==> src/rtl/fbctl_pkg.sv <==
// Shared address map, target encoding and depth decode for the register decoder.
package fbctl_pkg;
    typedef enum logic [3:0] {
        T_NONE, T_IGN, T_COLOR, T_PAT, T_CPAL,
        T_HDISP, T_VDISP, T_CTRL, T_TOP, T_CPOS, T_SRST
    } tgt_e;

    localparam logic [31:0] A_HDISP    = 32'h0000_0118;
    localparam logic [31:0] A_VDISP    = 32'h0000_0150;
    localparam logic [31:0] A_CTRL     = 32'h0000_0300;
    localparam logic [31:0] A_TOP      = 32'h0000_0400;
    localparam logic [31:0] A_CPOS     = 32'h0000_0638;
    localparam logic [31:0] A_SRST     = 32'h0010_0000;
    localparam logic [31:0] A_CPAL     = 32'h0000_0508;
    localparam logic [31:0] A_CPAL_END = 32'h0000_0520;
    localparam logic [31:0] A_COLOR    = 32'h0000_0800;
    localparam logic [31:0] A_PAT      = 32'h0000_1000;
    localparam logic [31:0] A_PAT_END  = 32'h0000_2000;

    // Map the 3-bit depth code of the control word to bits per pixel.
    function automatic logic [4:0] depth_of(input logic [2:0] code);
        case (code)
            3'd0: depth_of = 5'd1;
            3'd1: depth_of = 5'd2;
            3'd2: depth_of = 5'd4;
            3'd3: depth_of = 5'd8;
            3'd4: depth_of = 5'd15;
            3'd5: depth_of = 5'd16;
            default: depth_of = 5'd0;
        endcase
    endfunction
endpackage

==> src/rtl/fbctl_decode.sv <==
// Address decoder: classifies a byte address into a target and table index.
// Assumes ADDR_W <= 32; purely combinational.
module fbctl_decode
    import fbctl_pkg::*;
#(
    parameter int ADDR_W = 21
) (
    input  logic [ADDR_W-1:0] addr_i,
    output tgt_e              tgt_o,
    output logic [8:0]        idx_o,
    output logic [1:0]        cidx_o
);
    logic [31:0] a;
    logic [31:0] coff;

    assign a      = 32'(addr_i);
    assign coff   = a - A_CPAL;
    assign cidx_o = coff[4:3];

    // Range checks first, then exact scalar and ignored addresses.
    always_comb begin
        tgt_o = T_NONE;
        idx_o = a[11:3];
        if (a >= A_COLOR && a < A_PAT) begin
            tgt_o = T_COLOR;
            idx_o = {1'b0, a[10:3]};
        end else if (a >= A_PAT && a < A_PAT_END) begin
            tgt_o = T_PAT;
        end else if (a >= A_CPAL && a < A_CPAL_END) begin
            tgt_o = T_CPAL;
        end else begin
            case (a)
                A_HDISP: tgt_o = T_HDISP;
                A_VDISP: tgt_o = T_VDISP;
                A_CTRL:  tgt_o = T_CTRL;
                A_TOP:   tgt_o = T_TOP;
                A_CPOS:  tgt_o = T_CPOS;
                A_SRST:  tgt_o = T_SRST;
                32'h000, 32'h108, 32'h110, 32'h120, 32'h128, 32'h130,
                32'h138, 32'h140, 32'h148, 32'h158, 32'h160, 32'h168,
                32'h170, 32'h200: tgt_o = T_IGN;
                default: tgt_o = T_NONE;
            endcase
        end
    end
endmodule

==> src/rtl/fbctl_scalar.sv <==
// Scalar register file: control word, frame base, dimensions, cursor location
// and cursor colors, with soft reset and a combinational read mux.
// Assumes DIM_W >= 3; width is stored pre-scaled by 4, height by 1/2.
module fbctl_scalar
    import fbctl_pkg::*;
#(
    parameter int DIM_W = 12,
    parameter int POS_W = 12,
    parameter int TOP_W = 32,
    parameter int NCUR  = 3
) (
    input  logic                  clk,
    input  logic                  rst_n,
    input  logic                  wr_i,
    input  tgt_e                  tgt_i,
    input  logic [1:0]            cidx_i,
    input  logic [31:0]           wdata_i,
    output logic [31:0]           rd_o,
    output logic [DIM_W-1:0]      width_o,
    output logic [DIM_W-1:0]      height_o,
    output logic [31:0]           ctrl_o,
    output logic [TOP_W-1:0]      top_o,
    output logic [2*POS_W-1:0]    cpos_o,
    output logic [NCUR*24-1:0]    ccol_o
);
    localparam int CPOS_W = 2 * POS_W;

    logic [23:0] cpal_q [NCUR];
    logic        soft_rst;

    assign soft_rst = wr_i && (tgt_i == T_SRST);

    // Scalar register updates with hard and soft reset.
    always_ff @(posedge clk) begin
        if (!rst_n || soft_rst) begin
            width_o  <= '0;
            height_o <= '0;
            ctrl_o   <= '0;
            top_o    <= '0;
            cpos_o   <= '0;
        end else if (wr_i) begin
            case (tgt_i)
                T_HDISP: width_o  <= {wdata_i[DIM_W-3:0], 2'b00};
                T_VDISP: height_o <= wdata_i[DIM_W:1];
                T_CTRL:  ctrl_o   <= wdata_i;
                T_TOP:   top_o    <= wdata_i[TOP_W-1:0];
                T_CPOS:  cpos_o   <= wdata_i[CPOS_W-1:0];
                default: ;
            endcase
        end
    end

    // One cursor color register per entry.
    for (genvar k = 0; k < NCUR; k++) begin : g_cpal
        always_ff @(posedge clk) begin
            if (!rst_n || soft_rst)
                cpal_q[k] <= '0;
            else if (wr_i && tgt_i == T_CPAL && cidx_i == 2'(k))
                cpal_q[k] <= wdata_i[23:0];
        end
        assign ccol_o[k*24 +: 24] = cpal_q[k];
    end

    // Read value for the readable scalar targets; zero elsewhere.
    always_comb begin
        case (tgt_i)
            T_CPAL:  rd_o = (cidx_i < 2'(NCUR)) ? {8'h00, cpal_q[cidx_i]} : '0;
            T_HDISP: rd_o = 32'(width_o >> 2);
            T_VDISP: rd_o = 32'({height_o, 1'b0});
            T_CTRL:  rd_o = ctrl_o;
            default: rd_o = '0;
        endcase
    end

    // a vertical write stores half the written value.
    a_r6_height_half: assert property (@(posedge clk) disable iff (!rst_n)
        (wr_i && tgt_i == T_VDISP) |=> height_o == $past(wdata_i[DIM_W:1]));

    // soft reset clears the scalar state.
    a_r10_soft_reset: assert property (@(posedge clk) disable iff (!rst_n)
        soft_rst |=> (ctrl_o == '0 && width_o == '0 && height_o == '0 &&
                      top_o == '0 && cpos_o == '0));

    // ignored timing writes leave the scalar state unchanged.
    a_r9_ignored_write: assert property (@(posedge clk) disable iff (!rst_n)
        (wr_i && tgt_i == T_IGN) |=> (ctrl_o == $past(ctrl_o) &&
                                       width_o == $past(width_o) &&
                                       height_o == $past(height_o)));
endmodule

==> src/rtl/fbctl_irq.sv <==
// Frame interrupt flag: set by an end-of-frame pulse, cleared by any write;
// a write in the same cycle wins over the set.
module fbctl_irq (
    input  logic clk,
    input  logic rst_n,
    input  logic wr_i,
    input  logic frame_done_i,
    output logic irq_o
);
    // Interrupt flag update.
    always_ff @(posedge clk) begin
        if (!rst_n)            irq_o <= 1'b0;
        else if (wr_i)         irq_o <= 1'b0;
        else if (frame_done_i) irq_o <= 1'b1;
    end

    // any write drops the interrupt.
    a_r11_write_clears: assert property (@(posedge clk) disable iff (!rst_n)
        wr_i |=> !irq_o);

    // a frame pulse without a write raises it.
    a_r11_frame_sets: assert property (@(posedge clk) disable iff (!rst_n)
        (frame_done_i && !wr_i) |=> irq_o);
endmodule

==> src/rtl/fbctl_regdec.sv <==
// Top of the framebuffer register decoder: routes table writes to the
// external table port, holds scalar state, registers read data one cycle
// after the strobe and drives the frame interrupt.
// Assumes the external cursor bitmap store answers tbl_re one cycle later.
module fbctl_regdec
    import fbctl_pkg::*;
#(
    parameter int ADDR_W = 21,
    parameter int DIM_W  = 12,
    parameter int POS_W  = 12,
    parameter int TOP_W  = 32,
    parameter int NCUR   = 3
) (
    input  logic                 clk,
    input  logic                 rst_n,
    input  logic                 bus_wr,
    input  logic                 bus_rd,
    input  logic [ADDR_W-1:0]    bus_addr,
    input  logic [31:0]          bus_wdata,
    output logic [31:0]          bus_rdata,
    input  logic                 frame_done,
    output logic                 irq,
    output logic                 tbl_we,
    output logic                 tbl_re,
    output logic                 tbl_sel,
    output logic [8:0]           tbl_idx,
    output logic [23:0]          tbl_wdata,
    input  logic [15:0]          tbl_rdata,
    output logic                 tbl_clr,
    output logic [DIM_W-1:0]     width_px,
    output logic [DIM_W-1:0]     height_px,
    output logic [4:0]           depth_bpp,
    output logic                 force_blank,
    output logic                 cursor_off,
    output logic [TOP_W-1:0]     top_addr,
    output logic [POS_W-1:0]     cursor_x,
    output logic [POS_W-1:0]     cursor_y,
    output logic [NCUR*24-1:0]   cursor_colors
);
    tgt_e                tgt;
    logic [1:0]          cidx;
    logic [31:0]         scalar_rd;
    logic [31:0]         ctrl;
    logic [2*POS_W-1:0]  cpos;
    logic [31:0]         rdata_q;
    logic                pat_rd_q;

    fbctl_decode #(.ADDR_W(ADDR_W)) u_decode (
        .addr_i (bus_addr),
        .tgt_o  (tgt),
        .idx_o  (tbl_idx),
        .cidx_o (cidx)
    );

    fbctl_scalar #(.DIM_W(DIM_W), .POS_W(POS_W), .TOP_W(TOP_W), .NCUR(NCUR)) u_scalar (
        .clk      (clk),
        .rst_n    (rst_n),
        .wr_i     (bus_wr),
        .tgt_i    (tgt),
        .cidx_i   (cidx),
        .wdata_i  (bus_wdata),
        .rd_o     (scalar_rd),
        .width_o  (width_px),
        .height_o (height_px),
        .ctrl_o   (ctrl),
        .top_o    (top_addr),
        .cpos_o   (cpos),
        .ccol_o   (cursor_colors)
    );

    fbctl_irq u_irq (
        .clk          (clk),
        .rst_n        (rst_n),
        .wr_i         (bus_wr),
        .frame_done_i (frame_done),
        .irq_o        (irq)
    );

    // Table port: forward writes, request bitmap reads, clear on soft reset.
    assign tbl_sel   = (tgt == T_PAT);
    assign tbl_we    = bus_wr && (tgt == T_COLOR || tgt == T_PAT);
    assign tbl_re    = bus_rd && (tgt == T_PAT);
    assign tbl_wdata = (tgt == T_PAT) ? {8'h00, bus_wdata[15:0]} : bus_wdata[23:0];
    assign tbl_clr   = bus_wr && (tgt == T_SRST);

    // Control word decode for the video pipeline.
    assign depth_bpp   = depth_of(ctrl[22:20]);
    assign force_blank = ctrl[10];
    assign cursor_off  = ctrl[23];
    assign cursor_x    = cpos[2*POS_W-1:POS_W];
    assign cursor_y    = cpos[POS_W-1:0];

    // Read data register, one cycle after the strobe.
    always_ff @(posedge clk) begin
        if (!rst_n) begin
            rdata_q  <= '0;
            pat_rd_q <= 1'b0;
        end else begin
            rdata_q  <= bus_rd ? scalar_rd : '0;
            pat_rd_q <= tbl_re;
        end
    end

    assign bus_rdata = pat_rd_q ? {16'h0000, tbl_rdata} : rdata_q;

    // the cycle after a bitmap read, the upper half of the read data is zero.
    a_r3_pat_zero_ext: assert property (@(posedge clk) disable iff (!rst_n)
        tbl_re |=> bus_rdata[31:16] == 16'h0000);

    // the decoded depth is always one of the table values.
    a_r7_depth_legal: assert property (@(posedge clk) disable iff (!rst_n)
        (depth_bpp == 5'd0 || depth_bpp == 5'd1 || depth_bpp == 5'd2 ||
         depth_bpp == 5'd4 || depth_bpp == 5'd8 || depth_bpp == 5'd15 ||
         depth_bpp == 5'd16));

    // table writes only ever come from a bus write.
    a_r1_tbl_we_on_write: assert property (@(posedge clk) disable iff (!rst_n)
        tbl_we |-> bus_wr);
endmodule

==> config.mk <==
export PLATFORM = sky130hd
export DESIGN_NAME = fbctl_regdec
export DESIGN_NICKNAME = d
export VERILOG_FILES = /design/src/rtl/fbctl_pkg.sv /design/src/rtl/fbctl_decode.sv /design/src/rtl/fbctl_scalar.sv /design/src/rtl/fbctl_irq.sv /design/src/rtl/fbctl_regdec.sv
export SDC_FILE = /design/constraint.sdc
export NUM_CORES = 1
export LEC_CHECK = 0
export BUFFER_PORTS_ARGS = -buffer_cell sky130_fd_sc_hd__buf_2
export CAP_MARGIN = 40
export CORE_MARGIN = 2
export CORE_UTILIZATION = 37
export DETAILED_ROUTE_END_ITERATION = 16
export PLACE_DENSITY = 0.7
export SETUP_SLACK_MARGIN = 0.05
export SYNTH_ARGS = -nofsm -noshare
export SYNTH_HDL_FRONTEND = slang
export SYNTH_SLANG_ARGS = --single-unit
==> constraint.sdc <==
create_clock -name clk -period 4.8 [get_ports clk]
set_input_delay 0.96 -clock clk [delete_from_list [all_inputs] [get_ports clk]]
set_output_delay 0.96 -clock clk [all_outputs]
set_load 0.02 [all_outputs]
==> impl_summary.log <==
[metrics] deepest clock path buffer count: 3
[metrics] terminus of the critical flop-to-flop path: rdata_q[15]
[metrics] worst setup slack for register-to-register paths: 3520 ps
[metrics] synthesis-stage register bit count: 216
[metrics] die outline area: 26,900 sq um
[metrics] overall power: 4.05 mW
[metrics] shortest clock period the worst path allows after layout: 3760 ps
[metrics] worst-case reg-to-reg path depth: 4
[metrics] R2R Path Start: u_scalar.cpal_q[0][15]
[metrics] hold bufs inserted after CTS: 0
[metrics] Arrival @ worst endpoint: 2800 ps
[metrics] overall global routing resource usage: 21.9%
[metrics] floorplan core area: 25,200 sq um
[metrics] TritonCTS clock tree: yes
[metrics] per-cell via count in the routed design: 5.08
[metrics] result of the run: complete, no violations
[metrics] Hold Startpoint: u_scalar.ctrl_o[30]
[metrics] setup repair after global routing missed its margin: false
[metrics] clock latency at the later pin of the worst-skew pair: 510 ps
[metrics] path length in cells of the critical path: 6
[metrics] most common library cells after synthesis: nand2_1, dfxtp_1, and2_1
[metrics] post-synth top area cell: dfxtp_1
[metrics] setup clock skew after layout: 6.17 ps
[metrics] Vias: 7,933
[metrics] share of layout cells above drive strength 1: 31.6%
[metrics] routed length per instance: 19.3 um
[metrics] htree depth: 1
[metrics] area of the multi-input gates: 3960 sq um
[metrics] top cells by area in the synthesized netlist: dfxtp_1, edfxtp_1, mux2i_1, nand2_1, and2_1
[metrics] Period Utilization, post-route: 78.3%
[metrics] prevailing post-synth register cell: dfxtp_1
[metrics] FP Rows: 58
[metrics] worst max-slew margin expressed relative to the limit: 40.7%
[metrics] post-synthesis cell count: 955
[metrics] cell occurring most often along the worst timing path: buf_2
[metrics] Clk Tree Root Cell: clkbuf_16
[metrics] clock slew at the register clock pins of the worst setup and hold paths: 60 ps
[metrics] net count of the finished layout: 1,292
[metrics] clock tree sinks: 216
[metrics] Detail Placement HPWL: 21,300 um
[metrics] biggest cell delay along the critical path: 580 ps
[metrics] maximum fanout along the worst path: 9
[metrics] kind of launch point of the worst setup path: primary input
[metrics] Final Hold Viols: 0
[metrics] first-pass detailed-route iteration total: 7
[metrics] Yosys cell types: 51
[metrics] chip width: 164 um
[metrics] Top delay family on crit path: simple AND/OR/NAND/NOR gates
[metrics] IO Port Bufs: 300
[metrics] static power due to leakage: 5.36 nW
[metrics] total of fill cells in the finished design: 2,321
[metrics] path category of the worst min-delay check: reg -> reg
[metrics] first-pass GRT wire length: 45,200 um
[metrics] achievable clock frequency: 266 MHz
[metrics] Post-Synthesis Mean Instance Area: 9.92 sq um
[metrics] largest net degree at the start of global routing: 89
[metrics] final setup fails: 0
[metrics] Worst Path Class, Setup: in -> out
[metrics] die height: 164 um
[metrics] synthesized cell area: 9470 sq um
[metrics] Yosys warnings: 0
[metrics] Critical Path RT: 3840 ps
[metrics] number of pins exceeding their max-slew limit in the final report: 0
[metrics] antenna violations before repair: 3
[metrics] Residual DRC: 0
[metrics] sequential fraction of the synthesis area: 53.3%
[metrics] share of flip-flops with an asynchronous set or reset after synthesis: 0%
[metrics] top-area cell type share of the netlist area: 30.4%
[metrics] areal power density over the cells: 341 nW/um^2
[metrics] IO Pins: 303
[metrics] layout overhead on the synthesized area: 25.3%
[metrics] largest voltage drop on the vdd net: 0.191 mV
[metrics] total congestion overflow after global routing: 0
[metrics] Hold EP: u_scalar.ctrl_o[30]
[metrics] CP Capture Type: output port
[metrics] first-iteration detailed-routing DRC count: 645
[metrics] via count of the first global-routing pass: 7,777
[metrics] hold path depth: 2
[metrics] Post-CTS Setup Inserts: 0
[metrics] chain of cells forming the critical path: buf_2 > or4_4 > nor3_1 > nand2_1 > and2_1 > buf_2
[metrics] Post-Route Setup TNS: 0 ps
[metrics] flip-flop and latch area: 5050 sq um
[metrics] most frequent cell after synthesis: nand2_1
[metrics] routability congestion estimate: 0.858
[metrics] Final ANT Viol Nets: 0
[metrics] TritonCTS Buffers: 24
[metrics] WP buf/inv: 2
[metrics] number of max-cap violations: 0
[metrics] initial core utilization: 37.6%
[metrics] number of flops mapped to enable cells by yosys: 72
[metrics] post-cts sizing count: 0
[metrics] cell with the biggest individual delay on the critical path: or4_4
[metrics] worst slew pin tran: 886 ps
[metrics] wire length after detailed routing: 30,200 um
==> worst max path at each step <==
stage | start | to | slack [ps]
finish | bus_addr[19] | tbl_wdata[18] | 1040
floorplan | bus_addr[1] | u_scalar.cpal_q[0][0] | 1260
global placement | bus_addr[4] | u_scalar.cpal_q[2][13] | 1070
global route | bus_addr[19] | tbl_wdata[16] | 990
detailed placement | bus_addr[4] | u_scalar.cpal_q[2][8] | 940
CTS | bus_addr[19] | tbl_wdata[18] | 1030
==> cells in the final DEF, fill, tap and decap left out, types with 3 or more instances in the layout <==
| cell type | instances |
|---|---|
| clkinv_1 | 3 |
| and2_1 | 91 |
| clkinv_2 | 6 |
| a22oi_1 | 11 |
| o21a_1 | 3 |
| nor3_1 | 4 |
| a222oi_1 | 13 |
| nand3_1 | 11 |
| mux2i_1 | 81 |
| or3_1 | 6 |
| nor4_1 | 7 |
| nand2b_1 | 6 |
| clkbuf_16 | 25 |
| buf_2 | 300 |
| mux2_2 | 16 |
| nor2_1 | 35 |
| buf_4 | 16 |
| edfxtp_1 | 72 |
| clkbuf_1 | 6 |
| o211ai_1 | 9 |
| nand2_1 | 207 |
| dfxtp_1 | 143 |
| nor2b_1 | 18 |
| ha_1 | 4 |
| and3_1 | 9 |
| nor4_4 | 3 |
| a21oi_1 | 80 |
| inv_1 | 5 |
==> cells by family after synthesis <==
group                    Yosys count  share of synthesized area [%]
AO/OA/AOI/OAI                    129                           8.46
AND/OR/NAND/NOR                  415                           21.6
flip-flops                       216                           53.3
multiplexers                      97                           10.5
XOR/XNOR                           1                         0.0925
other                              1                         0.0396
buffers and inverters             91                           5.39
adder cells (fa/ha/maj)            5                          0.661
==> worst min-delay path: stages, from the launching register on <==
cell	delay, ps
dfxtp_1	300
nand2_1	50
a21oi_1	50
==> power breakdown <==
part           switching, mW  leakage, nW  internal, mW  total (mW)
registers             0.0197         1.84          1.92        1.94
logic                  0.219         3.13        0.0902       0.310
clock network          0.727        0.383          1.07        1.80
total                  0.966         5.36          3.08        4.05
==> sequential cells by signal, summed over array words and instances, names as in the netlist, 10 cells and up <==
| name | flops |
|---|---|
| u_scalar.cpal_q | 72 |
| rdata_q | 32 |
| u_scalar.ctrl_o | 32 |
| u_scalar.top_o | 32 |
| u_scalar.cpos_o | 24 |
| u_scalar.height_o | 12 |
| u_scalar.width_o | 10 |
==> metal layers <==
layer  track usage (%)  part of all wire, %  up-vias
li1                  -                    -     3772
met5                 0                0.043        -
met3              4.80                  8.9       34
met2              36.7                   47      355
met4              4.47                  1.3        2
met1              29.1                   43     3770
==> per-stage QoR <==
stage | util [%] | hold slack [ps] | std cells | worst slack (ps) | cell area [sq um]
after floorplan | - | 427 | 956 | 1260 | 9470
after global placement | 43.9 | 434 | 1516 | 1070 | 11100
after detailed placement | 44.0 | 439 | 1517 | 942 | 11100
after CTS | 47.1 | 449 | 1561 | 1030 | 11900
after global routing | 47.1 | 470 | 1561 | 988 | 11900
final | 47.1 | 449 | 1562 | 1040 | 11900
==> area by class of cell <==
cell class | instances | share of cell area, %
flip-flops and latches | 216 | 42.5
clock inverters | 12 | 0.928
inverters | 5 | 0.158
well taps | 330 | 3.48
repair buffers | 317 | 13.9
multi-input cells | 649 | 33.4
diodes | 1 | 0.0211
clock buffers | 32 | 5.58
(Power assumes the default switching activity.)
